[src/rtl/opbus_pkg.sv]
package opbus_pkg;

    // Operand size encoding shared by all submodules and the bench.
    typedef enum logic [1:0] {
        SZ_BYTE = 2'd0,
        SZ_WORD = 2'd1,
        SZ_LONG = 2'd2,
        SZ_RSVD = 2'd3
    } opsize_e;

endpackage

[src/rtl/opbus_slot.sv]
// Single holding register: request queue, write-pending buffer and interlock.
module opbus_slot
    import opbus_pkg::*;
#(
    parameter int ADDR_W = 24,
    parameter int OP_W   = 32
) (
    input  logic              clk,
    input  logic              rst_n,
    input  logic              load,
    input  logic              clear,
    input  logic              in_we,
    input  opsize_e           in_size,
    input  logic [ADDR_W-1:0] in_addr,
    input  logic [OP_W-1:0]   in_data,
    output logic              vld,
    output logic              we,
    output opsize_e           size,
    output logic [ADDR_W-1:0] addr,
    output logic [OP_W-1:0]   data
);

    typedef struct packed {
        logic              vld;
        logic              we;
        opsize_e           size;
        logic [ADDR_W-1:0] addr;
        logic [OP_W-1:0]   data;
    } slot_t;

    slot_t slot_d, slot_q;

    always_comb begin
        slot_d = slot_q;
        if (load) begin
            // A new request may enter on the very cycle the old one retires.
            slot_d.vld  = 1'b1;
            slot_d.we   = in_we;
            slot_d.size = in_size;
            slot_d.addr = in_addr;
            slot_d.data = in_data;
        end else if (clear) begin
            slot_d.vld = 1'b0;
        end
    end

    always_ff @(posedge clk) begin
        if (!rst_n) begin
            slot_q <= '0;
        end else begin
            slot_q <= slot_d;
        end
    end

    assign vld  = slot_q.vld;
    assign we   = slot_q.we;
    assign size = slot_q.size;
    assign addr = slot_q.addr;
    assign data = slot_q.data;

endmodule

[src/rtl/opbus_seq.sv]
// Bus cycle sequencer: owner selection, long-operand phase, prefetch capture.
module opbus_seq #(
    parameter int ADDR_W = 24
) (
    input  logic              clk,
    input  logic              rst_n,
    input  logic              op_pending,
    input  logic              op_long,
    input  logic              bus_rdy,
    input  logic              pf_req,
    input  logic [ADDR_W-1:0] pf_addr,
    output logic              busy,
    output logic              own_op,
    output logic              phase,
    output logic              op_half,
    output logic              op_last,
    output logic              pf_gnt,
    output logic              pf_done,
    output logic [ADDR_W-1:0] pf_addr_q
);

    typedef struct packed {
        logic              busy;
        logic              own_op;
        logic              phase;
        logic [ADDR_W-1:0] pf_addr;
    } seq_t;

    seq_t seq_d, seq_q;
    logic finish;
    logic free;

    always_comb begin
        finish  = seq_q.busy & bus_rdy;
        op_half = finish & seq_q.own_op & op_long & ~seq_q.phase;
        op_last = finish & seq_q.own_op & ~(op_long & ~seq_q.phase);
        pf_done = finish & ~seq_q.own_op;
        free    = ~seq_q.busy | op_last | pf_done;
        pf_gnt  = free & ~op_pending & pf_req;

        seq_d = seq_q;
        if (op_half) begin
            // Second half follows at once; nothing may cut in.
            seq_d.phase = 1'b1;
        end else if (free) begin
            seq_d.phase = 1'b0;
            if (op_pending) begin
                seq_d.busy   = 1'b1;
                seq_d.own_op = 1'b1;
            end else if (pf_req) begin
                seq_d.busy    = 1'b1;
                seq_d.own_op  = 1'b0;
                seq_d.pf_addr = pf_addr;
            end else begin
                seq_d.busy = 1'b0;
            end
        end
    end

    always_ff @(posedge clk) begin
        if (!rst_n) begin
            seq_q <= '0;
        end else begin
            seq_q <= seq_d;
        end
    end

    assign busy      = seq_q.busy;
    assign own_op    = seq_q.own_op;
    assign phase     = seq_q.phase;
    assign pf_addr_q = seq_q.pf_addr;

endmodule

[src/rtl/opbus_lane.sv]
// Bus-side formatting of address and write data, read result assembly.
module opbus_lane
    import opbus_pkg::*;
#(
    parameter int ADDR_W = 24,
    parameter int BUS_W  = 16
) (
    input  logic                clk,
    input  logic                rst_n,
    input  logic                busy,
    input  logic                own_op,
    input  logic                phase,
    input  logic                op_half,
    input  logic                op_last,
    input  logic                s_we,
    input  opsize_e             s_size,
    input  logic [ADDR_W-1:0]   s_addr,
    input  logic [2*BUS_W-1:0]  s_data,
    input  logic [ADDR_W-1:0]   pf_addr_q,
    input  logic [BUS_W-1:0]    bus_rdata,
    output logic                bus_we,
    output logic                bus_byte,
    output logic [ADDR_W-1:0]   bus_addr,
    output logic [BUS_W-1:0]    bus_wdata,
    output logic                op_done,
    output logic [2*BUS_W-1:0]  op_rdata
);

    localparam int OP_W  = 2 * BUS_W;
    localparam int LANES = BUS_W / 8;
    localparam logic [ADDR_W-1:0] STEP = ADDR_W'(LANES);

    typedef struct packed {
        logic [BUS_W-1:0] hi;
        logic             done;
        logic [OP_W-1:0]  rdata;
    } rd_t;

    rd_t rd_d, rd_q;

    always_comb begin
        bus_we   = busy & own_op & s_we;
        bus_byte = busy & own_op & (s_size == SZ_BYTE);
        bus_addr = own_op ? (s_addr + (phase ? STEP : '0)) : pf_addr_q;

        bus_wdata = '0;
        if (own_op) begin
            unique case (s_size)
                SZ_BYTE: bus_wdata = {LANES{s_data[7:0]}};
                SZ_LONG: bus_wdata = phase ? s_data[BUS_W-1:0] : s_data[OP_W-1:BUS_W];
                default: bus_wdata = s_data[BUS_W-1:0];
            endcase
        end
    end

    always_comb begin
        rd_d      = rd_q;
        rd_d.done = op_last & ~s_we;
        if (op_half && !s_we) begin
            rd_d.hi = bus_rdata;
        end
        if (op_last && !s_we) begin
            unique case (s_size)
                SZ_BYTE: rd_d.rdata = {{(OP_W-8){1'b0}}, bus_rdata[7:0]};
                SZ_LONG: rd_d.rdata = {rd_q.hi, bus_rdata};
                default: rd_d.rdata = {{(OP_W-BUS_W){1'b0}}, bus_rdata};
            endcase
        end
    end

    always_ff @(posedge clk) begin
        if (!rst_n) begin
            rd_q <= '0;
        end else begin
            rd_q <= rd_d;
        end
    end

    assign op_done  = rd_q.done;
    assign op_rdata = rd_q.rdata;

endmodule

[src/rtl/opbus_ctrl.sv]
// Top: operand-priority bus controller with a single holding slot.
module opbus_ctrl
    import opbus_pkg::*;
#(
    parameter int ADDR_W = 24,
    parameter int BUS_W  = 16
) (
    input  logic                clk,
    input  logic                rst_n,
    input  logic                op_req,
    input  logic                op_we,
    input  logic [1:0]          op_size,
    input  logic [ADDR_W-1:0]   op_addr,
    input  logic [2*BUS_W-1:0]  op_wdata,
    output logic                op_rdy,
    output logic                op_done,
    output logic [2*BUS_W-1:0]  op_rdata,
    input  logic                pf_req,
    input  logic [ADDR_W-1:0]   pf_addr,
    output logic                pf_gnt,
    output logic                pf_done,
    output logic [BUS_W-1:0]    pf_rdata,
    output logic                bus_req,
    output logic                bus_we,
    output logic                bus_byte,
    output logic [ADDR_W-1:0]   bus_addr,
    output logic [BUS_W-1:0]    bus_wdata,
    input  logic                bus_rdy,
    input  logic [BUS_W-1:0]    bus_rdata
);

    localparam int OP_W = 2 * BUS_W;

    logic              slot_vld;
    logic              slot_we;
    opsize_e           slot_size;
    logic [ADDR_W-1:0] slot_addr;
    logic [OP_W-1:0]   slot_data;
    logic              busy;
    logic              own_op;
    logic              phase;
    logic              op_half;
    logic              op_last;
    logic [ADDR_W-1:0] pf_addr_q;
    logic              accept;
    logic              op_pending;

    // The slot frees on the completing edge of its last bus cycle.
    assign op_rdy     = ~slot_vld | op_last;
    assign accept     = op_req & op_rdy;
    assign op_pending = accept | (slot_vld & ~op_last);
    assign bus_req    = busy;
    assign pf_rdata   = bus_rdata;

    opbus_slot #(
        .ADDR_W (ADDR_W),
        .OP_W   (OP_W)
    ) u_slot (
        .clk     (clk),
        .rst_n   (rst_n),
        .load    (accept),
        .clear   (op_last),
        .in_we   (op_we),
        .in_size (opsize_e'(op_size)),
        .in_addr (op_addr),
        .in_data (op_wdata),
        .vld     (slot_vld),
        .we      (slot_we),
        .size    (slot_size),
        .addr    (slot_addr),
        .data    (slot_data)
    );

    opbus_seq #(
        .ADDR_W (ADDR_W)
    ) u_seq (
        .clk        (clk),
        .rst_n      (rst_n),
        .op_pending (op_pending),
        .op_long    (slot_size == SZ_LONG),
        .bus_rdy    (bus_rdy),
        .pf_req     (pf_req),
        .pf_addr    (pf_addr),
        .busy       (busy),
        .own_op     (own_op),
        .phase      (phase),
        .op_half    (op_half),
        .op_last    (op_last),
        .pf_gnt     (pf_gnt),
        .pf_done    (pf_done),
        .pf_addr_q  (pf_addr_q)
    );

    opbus_lane #(
        .ADDR_W (ADDR_W),
        .BUS_W  (BUS_W)
    ) u_lane (
        .clk       (clk),
        .rst_n     (rst_n),
        .busy      (busy),
        .own_op    (own_op),
        .phase     (phase),
        .op_half   (op_half),
        .op_last   (op_last),
        .s_we      (slot_we),
        .s_size    (slot_size),
        .s_addr    (slot_addr),
        .s_data    (slot_data),
        .pf_addr_q (pf_addr_q),
        .bus_rdata (bus_rdata),
        .bus_we    (bus_we),
        .bus_byte  (bus_byte),
        .bus_addr  (bus_addr),
        .bus_wdata (bus_wdata),
        .op_done   (op_done),
        .op_rdata  (op_rdata)
    );

endmodule

[config.mk]
export PLATFORM = sky130hd
export DESIGN_NAME = opbus_ctrl
export DESIGN_NICKNAME = d
export VERILOG_FILES = /design/src/rtl/opbus_pkg.sv /design/src/rtl/opbus_slot.sv /design/src/rtl/opbus_seq.sv /design/src/rtl/opbus_lane.sv /design/src/rtl/opbus_ctrl.sv
export SDC_FILE = /design/constraint.sdc
export NUM_CORES = 1
export LEC_CHECK = 0
export ABC_AREA = 1
export BUFFER_PORTS_ARGS = -buffer_cell sky130_fd_sc_hd__buf_2
export CAP_MARGIN = 20
export CORE_UTILIZATION = 35
export DETAILED_ROUTE_END_ITERATION = 7
export GPL_TIMING_DRIVEN = 1
export PLACE_DENSITY = 0.54
export SLEW_MARGIN = 20
export SYNTH_ARGS = -nofsm -noshare
export SYNTH_HDL_FRONTEND = slang
export SYNTH_SLANG_ARGS = --single-unit
[constraint.sdc]
create_clock -name clk -period 2.8 [get_ports clk]
set_input_delay 0.84 -clock clk [delete_from_list [all_inputs] [get_ports clk]]
set_output_delay 0.84 -clock clk [all_outputs]
set_load 0.02 [all_outputs]
==> results.env, run 1 <==
OUTCOME='finished clean'
DIE_HT_UM=138
MAX-SLEW-MARGIN-REL=0.713
DIE_AREA_SQ_UM=19100
ROOT_BUFFER='clkbuf_16'
INITIAL_CORE_UTIL=0.360
GRT_PASS1_WL_UM=30600
SETUP_VIOL=0
NUMBER_OF_MAX_CAP_VIOLATIONS=0
WORST_HOLD_PATH.NUM_CELLS=2
DP_SLACK_PS=92.0
WORST_SLEW_PIN_SLEW_PS=429
TRITONCTS.NUM_BUFFERS=17
NETLIST-CELL-TYPE-COUNT=30
FINALINSTANCEAREA_SQ_UM=8220
REMAINING_DRC_ERRORS=0
PLACEDINSTANCEAREA_SQ_UM=7340
WORST_CLOCK_SKEW_PS=11.8
POSTLAYOUTCOREUTIL=0.456
HOLD_CLASS='reg -> reg'
TRITONCTS='yes'
CTS-HOLD-FIX-BUFFERS=0
BUFFER_PORTS.INSERTED=198
FF2FF_SETUP_SLACK_PS=940
POWER.TOTAL_mW=5.17
HTREE_NUM_LEVELS=4
SYNTH_CELLS=905
CTS.PATH.MAX_BUFFERS=2
ROUTED_VIA_DENSITY=4.86
ANT_NETS=0
MOST-COMMON-LAYOUT-CELLS='buf_2, dfxtp_1, nand2_1, a21oi_1, inv_1'
GP_CONGESTION=0.899
CLKSINKCOUNT=136
SYN2LAYOUT_AREA_GROWTH_PCT=26.9
WORSTPATHREQUIRED_PS=1960
GRT_UTIL_OVERALL=0.202
GRT-OVFL-TOTAL=0
AVGSYNTHCELLAREA_SQ_UM=7.16
CORE_AREA_SQ_UM=18000
WHS_PS=439
GRT_PASS1_VIAS=5878
SYNTHESIS.YOSYS.WARNINGS=0
REG2REG_DEPTH=10
RSZ0062_AT_GRT='yes'
CLOCK_LATENCY_PS=420
CTS.REPORTEDPATHS.CLKPINSLEW_PS=60
SYNTH_AREA_LEADERS='dfxtp_1, a21oi_1, nand2_1, o21ai_0, nand3_1'
CP-END-KIND='output pin'
REG2REG_TO='u_slot.addr[7]'
IRDROPWORSTVDD_mV=0.420
DETAIL_ROUTE.WL_PER_CELL_UM=15.1
SYNTH_ENABLE_FLOP_CELLS=0
GRT_START_MAX_NET_PINS=67
IO_PINS=199
DRT_PASS1_ITERATIONS=4
DIE_WIDTH_UM=138
TOTAL_LEAKAGE_POWER_nW=3.60
VIAS=6280
YS_ASYNC_SR_FRACTION=0
DRT_FIRST_ITER_VIOLATIONS=347
MAPPEDNETLISTAREA_SQ_UM=6480
SYNTH.NET_COUNT=1011
CRITPATHMAXFANOUT=3
ROW_COUNT=49
ENDPOINTS_FAILING_HOLD=0
WIRELENGTH_UM=19500
POST-ROUTE-PERIOD-UTIL=0.999
HOLD_START='u_lane.op_rdata[5]'
LEADING_REGISTER_CELL_TYPE_OUT_OF_SYNTHESIS='dfxtp_1'
WORSTPATHARRIVAL_PS=1960
POST-SYNTH-TOP-AREA-CELL='dfxtp_1'
GRT_ANTENNA_BEFORE_REPAIR=1
SYNTH_TOP_CELL_AREA_SHARE=0.420
CRITICAL_PATH.REG2REG.STARTPOINT='u_seq.phase'
SETUP_SLACK_PS=1.66
FINISH.NET_COUNT=1154
MAX_FREQ_GHz=0.357
TIMING_WORST_SETUP_PATH_TYPE='reg -> out'
DETAILEDPLACEMENTHPWL_UM=13800
POST_ROUTE_CELLS_DRIVE_ABOVE_1_SHARE=0.294
MIN_TO='u_lane.op_rdata[5]'
START_KIND='register'
SYNTH_SEQ_AREA_SHARE=0.420
POSTSYNTHREGISTERBITS=136
FINALMAXSLEWVIOLATIONS=0
FIN_CRIT_PS=2800
MOST_COMMON_CELL_AFTER_LAYOUT_FILL_AND_TAPS_ASIDE='buf_2'
P_PER_AREA_nW_PER_UM2=629
[state kept, by name (all words and copies together) (netlist names), 2 cells and up]
register	cells
u_slot.addr	24
u_seq.pf_addr_q	24
u_lane.op_rdata	32
u_slot.data	32
u_lane.rd_q	16
u_slot.size	2
[power by group]
group	total, mW	internal [mW]	leakage [nW]	switching (mW)
Clock	2.33	1.43	0.285	0.903
Combinational	0.733	0.266	2.20	0.467
Sequential	2.10	2.03	1.11	0.0689
Total	5.17	3.73	3.60	1.44
[through the flow]
step	setup TNS, ps	instances
floorplan	0	905
global placement	0	1252
detailed placement	0	1252
CTS	-52.0	1286
global route	-986	1290
finish	0	1291
[worst max-delay path, cell delays in order (launching register included)]
cell,delay [ps]
dfxtp_2,350
ha_4,160
ha_4,140
nand3_4,90
nor2_4,170
buf_6,130
nand2_2,40
xor2_1,150
o21ai_1,140
buf_4,160
[area by class of cell]
class,instances,area (sq um)
repair buffers,229,1300
clock buffers,18,439
multi-input cells,570,2940
fillers,1928,9800
well taps,229,287
clock inverters,14,173
diodes,1,2.50
inverters,94,355
flip-flops and latches,136,2730
[cell usage after synthesis, types with 3 or more instances]
master    instances
o21ai_0          94
clkbuf_2          3
xor2_1            7
o31ai_1          16
o21ai_1           3
clkbuf_1         30
buf_2             5
buf_6             4
nand2_2           5
a21oi_1         117
inv_2             4
nor2_1           78
buf_4            55
nand4_1           3
inv_1            90
dfxtp_1         136
nor3_1            3
nand3_1          93
nand2_1         132
buf_1             8
a22oi_1           6
[logic make-up after synthesis]
family / synth area share
simple gates: 0.216
compound gates: 0.195
buf+inv: 0.153
flops: 0.420
xor+xnor: 0.0122
fa+ha+maj: 0.00386
[routing by layer]
metal  track usage  vias to the layer above  wire length, um  part of all wire
li1              -                     3208                -                 -
met1         0.255                     2883             8770              0.45
met2         0.328                      168             9410              0.48
met3        0.0603                       21             1060             0.054
met4        0.0630                        0              291             0.015
met5             0                        -                0                 0
[how the worst max path moves through the flow]
stage,slack [ps],to,start,cells past startpoint
after floorplan,60,bus_addr[11],u_seq.phase,7
after global placement,120,bus_addr[21],u_slot.addr[1],9
after detailed placement,90,bus_addr[21],u_slot.addr[1],9
after CTS,-30,bus_addr[11],u_seq.phase,9
after global routing,-120,bus_addr[11],u_slot.addr[1],9
final,2,bus_addr[11],u_slot.addr[1],9
[what timing repair did]
| item | CTS | global route |
|---|---|---|
| cloned | 0 | 0 |
| pin swaps | 6 | 11 |
| resized for setup | 25 | 46 |
| buffers inserted | 2 | 4 |
| setup endpoints to repair | 12 | 29 |
Note: power is estimated with default switching activity, not from simulation.
==> inputs of run 2 (changes only) <==
==> constraint.sdc (replaced) <==
create_clock -name clk -period 2.8 [get_ports clk]
set_input_delay 0.56 -clock clk [delete_from_list [all_inputs] [get_ports clk]]
set_output_delay 0.56 -clock clk [all_outputs]
set_load 0.02 [all_outputs]
==> results.env, run 2 (synthesized netlist as in run 1, its figures left out) <==
OUTCOME='finished clean'
GRT_PASS1_VIAS=5630
TIMING_WORST_SETUP_PATH_TYPE='reg -> out'
SYN2LAYOUT_AREA_GROWTH_PCT=23.1
DRT_FIRST_ITER_VIOLATIONS=301
HOLD_CLASS='in -> reg'
USE_MET1=0.257
CRITICAL_PATH_CELL_SEQUENCE='ha_2 -> ha_4 -> nand3_4 -> nor2_4 -> nand3_4 -> o21ai_1 -> nand3_1 -> nand2_1 -> buf_2'
WORST_CLOCK_SKEW_PS=9.54
SETUP_VIOL=0
SETUP_SLACK_PS=101
WORST_SLEW_PIN_SLEW_PS=543
DETAIL_ROUTE.WL_PER_CELL_UM=15.3
IRDROPWORSTVDD_mV=0.418
POWER.SHARE.CLOCK=0.460
WIRELENGTH_UM=19500
TRITONCTS='yes'
ROOT_BUFFER='clkbuf_16'
POST-ROUTE-PERIOD-UTIL=0.964
CELL_INTERNAL_PWR_mW=3.76
CRITPATHMAXFANOUT=6
P_PER_AREA_nW_PER_UM2=649
HOLD_START='op_wdata[21]'
MAX_FREQ_GHz=0.370
POST_ROUTE_CELLS_DRIVE_ABOVE_1_SHARE=0.261
GRT_PASS1_WL_UM=30100
CTS-HOLD-FIX-BUFFERS=0
FINAL.SETUP.TNS_PS=0
ROUTED_VIA_DENSITY=4.88
FILLCELLCOUNT=1953
CTS.REPORTEDPATHS.CLKPINSLEW_PS=60
WORST_SETUP_PATH_ENDPOINT='bus_addr[21]'
CRIT_PATH_MAX_INCR_DELAY_PS=330
DRT_PASS1_ITERATIONS=4
ENDPOINTS_FAILING_HOLD=0
START_KIND='register'
TOTAL_SWITCHING_POWER_mW=1.42
FF2FF_SETUP_SLACK_PS=560
POWER.SWITCHING_FRACTION=0.273
CTS.PATH.MAX_BUFFERS=2
CLOCK_LATENCY_PS=410
CP_MAX_DELAY_CELL='dfxtp_1'
GP_CONGESTION=0.929
WORSTPATHARRIVAL_PS=2140
CLKSINKCOUNT=136
CP-END-KIND='output pin'
INITIAL_CORE_UTIL=0.360
CRITICAL_PATH.REG2REG.STARTPOINT='u_slot.size[0]'
GRT_UTIL_OVERALL=0.199
HTREE_NUM_LEVELS=4
FINISH.NET_COUNT=1141
ROW_COUNT=49
GLOBAL_ROUTE.USAGE.MET3=0.0520
GRT-OVFL-TOTAL=0
GRT_ANTENNA_BEFORE_REPAIR=2
WORSTPATHREQUIRED_PS=2240
DETAILEDPLACEMENTHPWL_UM=13600
CORE_AREA_SQ_UM=18000
WHS_PS=418
DP_SLACK_PS=222
NUMBER_OF_MAX_CAP_VIOLATIONS=0
GRT.MET2_USAGE=0.322
COMBINATIONALPOWERSHARE=0.134
CRIT_PATH_START='u_seq.phase'
FIN_CRIT_PS=2700
PWR-SHARE-SEQ=0.406
REG2REG_TO='u_slot.addr[20]'
BUFFER_PORTS.INSERTED=198
REMAINING_DRC_ERRORS=0
ANT_NETS=0
FINALMAXSLEWVIOLATIONS=0
DIE_AREA_SQ_UM=19100
IO_PINS=199
PATH_COMMON_CELL='nand3_4'
TRITONCTS.NUM_BUFFERS=17
REG2REG_DEPTH=9
DP.CELLS=1244
DIE_WIDTH_UM=138
DIE_HT_UM=138
MAX-SLEW-MARGIN-REL=0.636
MOST_COMMON_CELL_AFTER_LAYOUT_FILL_AND_TAPS_ASIDE='buf_2'
VIAS=6231
RSZ0062_AT_GRT='yes'
GLOBAL_ROUTE.PEAK_USAGE_LAYER='met2'
GRT_START_MAX_NET_PINS=52
MOST-COMMON-LAYOUT-CELLS='buf_2, dfxtp_1, nand2_1, a21oi_1'
POWER.TOTAL_mW=5.18
TOTAL_LEAKAGE_POWER_nW=3.53
INSTANCES_NO_FILL=1277
-- run 2: power groups by stage --
stage	clock [mW]	combinational, mW	sequential, mW
2_1_floorplan	0	0.475	2.12
3_3_place_gp	0	0.692	2.14
3_5_place_dp	0	0.692	2.14
4_1_cts	2.43	0.695	2.10
5_1_grt	2.51	0.772	2.11
6_report	2.38	0.695	2.10
-- run 2: cell type report --
class / instances / area (sq um) / share of cell area
clock inverters: 14 / 196 / 0.0246
multi-input cells: 571 / 2860 / 0.358
well taps: 229 / 287 / 0.0359
flip-flops and latches: 136 / 2720 / 0.341
inverters: 94 / 353 / 0.0442
diodes: 1 / 2.50 / 0.000314
repair buffers: 215 / 1140 / 0.142
clock buffers: 17 / 425 / 0.0533
-- run 2: per-stage QoR --
stage,util,cell area (sq um)
detailed placement,0.403,7260
CTS,0.438,7900
floorplan,-,6480
finish,0.443,7980
global placement,0.403,7260
global route,0.443,7980
-- run 2: worst max-delay path, delay by kind of cell (launching register included) --
| kind | cells | cell delay, ps |
|---|---|---|
| and+or+nand+nor | 5 | 680 |
| adders and majority gates | 2 | 380 |
| DFF | 1 | 330 |
| AOI/OAI and AO/OA | 1 | 170 |
| buffers and inverters | 1 | 170 |
-- run 2: worst min path at each step --
stage | to | depth (start not counted)
floorplan | u_lane.op_rdata[0] | 2
global placement | u_lane.op_rdata[3] | 2
detailed placement | u_lane.op_rdata[7] | 2
CTS | u_slot.data[21] | 3
global route | u_slot.data[21] | 3
finish | u_slot.data[21] | 3
-- run 2: what timing repair did --
item                       4_1_cts  5_1_grt
setup endpoints to repair        7       13
gates resized for setup          4       19
pin swaps                        0        4
buffers inserted                 0        0
gates cloned                     0        1
-- run 2: routing by layer --
metal | up-vias | part of all wire
met5 | - | 0
met2 | 176 | 0.47
met1 | 2848 | 0.46
li1 | 3187 | -
met4 | 0 | 0.014
met3 | 20 | 0.059
==> inputs of run 3 (changes only) <==
--- a/config.mk
+++ b/config.mk
@@ -8,10 +8,11 @@
 export ABC_AREA = 1
 export BUFFER_PORTS_ARGS = -buffer_cell sky130_fd_sc_hd__buf_2
 export CAP_MARGIN = 20
-export CORE_UTILIZATION = 35
+export CORE_UTILIZATION = 52
 export DETAILED_ROUTE_END_ITERATION = 7
+export GPL_ROUTABILITY_DRIVEN = 0
 export GPL_TIMING_DRIVEN = 1
-export PLACE_DENSITY = 0.54
+export PLACE_DENSITY = 0.77
 export SLEW_MARGIN = 20
 export SYNTH_ARGS = -nofsm -noshare
 export SYNTH_HDL_FRONTEND = slang
==> constraint.sdc (replaced) <==
create_clock -name clk -period 2.8 [get_ports clk]
set_input_delay 0.56 -clock clk [delete_from_list [all_inputs] [get_ports clk]]
set_output_delay 0.56 -clock clk [all_outputs]
set_load 0.005 [all_outputs]
==> results.env, run 3 (synthesized netlist as in run 1, its figures left out) <==
OUTCOME='finished clean'
POWER.SWITCHING_FRACTION=0.249
BUFFER_PORTS.INSERTED=198
FIN_CRIT_PS=2660
SETUP_VIOL=0
WORST_CLOCK_SKEW_PS=7.97
MOST-COMMON-LAYOUT-CELLS='buf_2, dfxtp_1, nand2_1, a21oi_1, o21ai_0'
POST_ROUTE_CELLS_DRIVE_ABOVE_1_SHARE=0.255
REG2REG_TO='u_slot.we'
START_KIND='register'
FINALMAXSLEWVIOLATIONS=0
CRITICAL_PATH_CELL_SEQUENCE='ha_1 -> ha_2 -> nand3_2 -> nor2_4 -> nand3_2 -> o21ai_1 -> nand3_1 -> nand2_1 -> buf_2'
ROW_COUNT=40
TOTAL_LEAKAGE_POWER_nW=3.56
CORE_AREA_SQ_UM=12100
HOLD_CLASS='in -> reg'
HTREE_NUM_LEVELS=4
GRT_PASS1_WL_UM=27200
CTS-HOLD-FIX-BUFFERS=0
P_PER_AREA_nW_PER_UM2=640
TOTAL_SWITCHING_POWER_mW=1.26
GRT_UTIL_OVERALL=0.267
WORSTPATHARRIVAL_PS=2100
CP_MAX_DELAY_CELL='dfxtp_1'
WIRELENGTH_UM=17000
NUM_ANTENNA_CELLS=0
TRITONCTS.NUM_BUFFERS=17
ROUTED_VIA_DENSITY=5.14
SYN2LAYOUT_AREA_GROWTH_PCT=21.5
WHS_PS=411
FINISH.NET_COUNT=1142
GRT_ANTENNA_BEFORE_REPAIR=1
DRT_FIRST_ITER_VIOLATIONS=530
ROOT_BUFFER='clkbuf_16'
MAX_FREQ_GHz=0.375
WORST_SLEW_PIN_SLEW_PS=583
WORST_SETUP_PATH_ENDPOINT='bus_addr[17]'
FINAL.SETUP.TNS_PS=0
CTS.REPORTEDPATHS.CLKPINSLEW_PS=60
POST-ROUTE-PERIOD-UTIL=0.951
IO_PINS=199
DRT_PASS1_ITERATIONS=5
INITIAL_CORE_UTIL=0.537
DETAIL_ROUTE.WL_PER_CELL_UM=14.0
NUMBER_OF_MAX_CAP_VIOLATIONS=0
POWER.SHARE.CLOCK=0.462
CRITPATHMAXFANOUT=5
CLOCK_LATENCY_PS=410
DIE_HT_UM=114
PWR-SHARE-SEQ=0.417
CRIT_PATH_START='u_seq.phase'
GRT_START_MAX_NET_PINS=48
CELL_INTERNAL_PWR_mW=3.78
PATH_COMMON_CELL='nand3_2'
WORSTPATHREQUIRED_PS=2240
HOLD_START='op_wdata[4]'
CLKSINKCOUNT=136
MAX-SLEW-MARGIN-REL=0.611
CRITICAL_PATH.REG2REG.STARTPOINT='u_seq.phase'
GRT-OVFL-TOTAL=0
MOST_COMMON_CELL_AFTER_LAYOUT_FILL_AND_TAPS_ASIDE='buf_2'
REG2REG_DEPTH=9
GRT_PASS1_VIAS=5671
DIE_AREA_SQ_UM=12900
CTS.PATH.MAX_BUFFERS=2
TIMING_WORST_SETUP_PATH_TYPE='reg -> out'
FF2FF_SETUP_SLACK_PS=580
VIAS=6253
ENDPOINTS_FAILING_HOLD=0
COMBINATIONALPOWERSHARE=0.121
CP-END-KIND='output pin'
TRITONCTS='yes'
ANT_NETS=0
REMAINING_DRC_ERRORS=0
CRIT_PATH_MAX_INCR_DELAY_PS=340
DETAILEDPLACEMENTHPWL_UM=11900
IRDROPWORSTVDD_mV=0.367
DIE_WIDTH_UM=114
RSZ0062_AT_GRT='no'
-- run 3: cell count changes in the layout (fill, tap and decap cells not counted), moves of 3 or more --
cell,delta
clkinv_4,+3
clkinvlp_4,-3
inv_6,-4
nand3_2,+3
nand3_4,-3
o21ai_0,+4
-- run 3: worst min-delay path by stage --
stage | to | depth (start not counted)
after global placement | u_lane.op_rdata[4] | 2
after CTS | u_slot.data[4] | 3
after floorplan | u_lane.op_rdata[0] | 2
final | u_slot.data[4] | 3
after detailed placement | u_lane.op_rdata[5] | 2
after global routing | u_slot.data[26] | 3
-- run 3: what timing repair did --
| item | CTS | global route |
|---|---|---|
| pin swaps | 1 | 1 |
| buffers inserted | 0 | 0 |
| setup endpoints to repair | 5 | 9 |
| resized for setup | 2 | 6 |
-- run 3: area by class of cell --
type / count / area, sq um
Clock inverter: 12 / 175
Multi-Input combinational cell: 570 / 2790
Clock buffer: 20 / 447
Sequential cell: 136 / 2720
Fill cell: 1109 / 4190
Timing Repair Buffer: 217 / 1170
Tap cell: 168 / 210
Inverter: 94 / 353
-- run 3: power groups by stage --
stage / Combinational (mW) / Clock (mW) / Sequential [mW]
6_report: 0.607 / 2.33 / 2.10
5_1_grt: 0.681 / 2.45 / 2.11
4_1_cts: 0.606 / 2.36 / 2.10
3_5_place_dp: 0.602 / 0 / 2.14
3_3_place_gp: 0.596 / 0 / 2.14
2_1_floorplan: 0.397 / 0 / 2.12
-- run 3: through the flow --
step	utilization	power [mW]	area [sq um]	std cells	setup slack, ps
final	0.652	5.04	7870	1217	136
after CTS	0.651	5.06	7850	1217	7.46
after global placement	0.599	2.73	7220	1185	414
after detailed placement	0.599	2.74	7220	1185	377
after global routing	0.652	5.24	7870	1217	10.6
after floorplan	-	2.51	6480	905	554
-- run 3: routing by layer --
layer  up-vias  wire length (um)  track usage
li1       3188                 -            -
met1      2812              7670        0.350
met2       222              7890        0.432
met3        29              1120       0.0654
met4         2               302       0.0868
met5         -                10            0
-- run 3: worst max-delay path, delay by kind of cell, from the launching register on --
kind | cells | cell delay [ps]
buffers and inverters | 1 | 120
AND/OR/NAND/NOR | 5 | 640
adder cells (fa/ha/maj) | 2 | 410
AO/OA/AOI/OAI | 1 | 170
flip-flops | 1 | 340
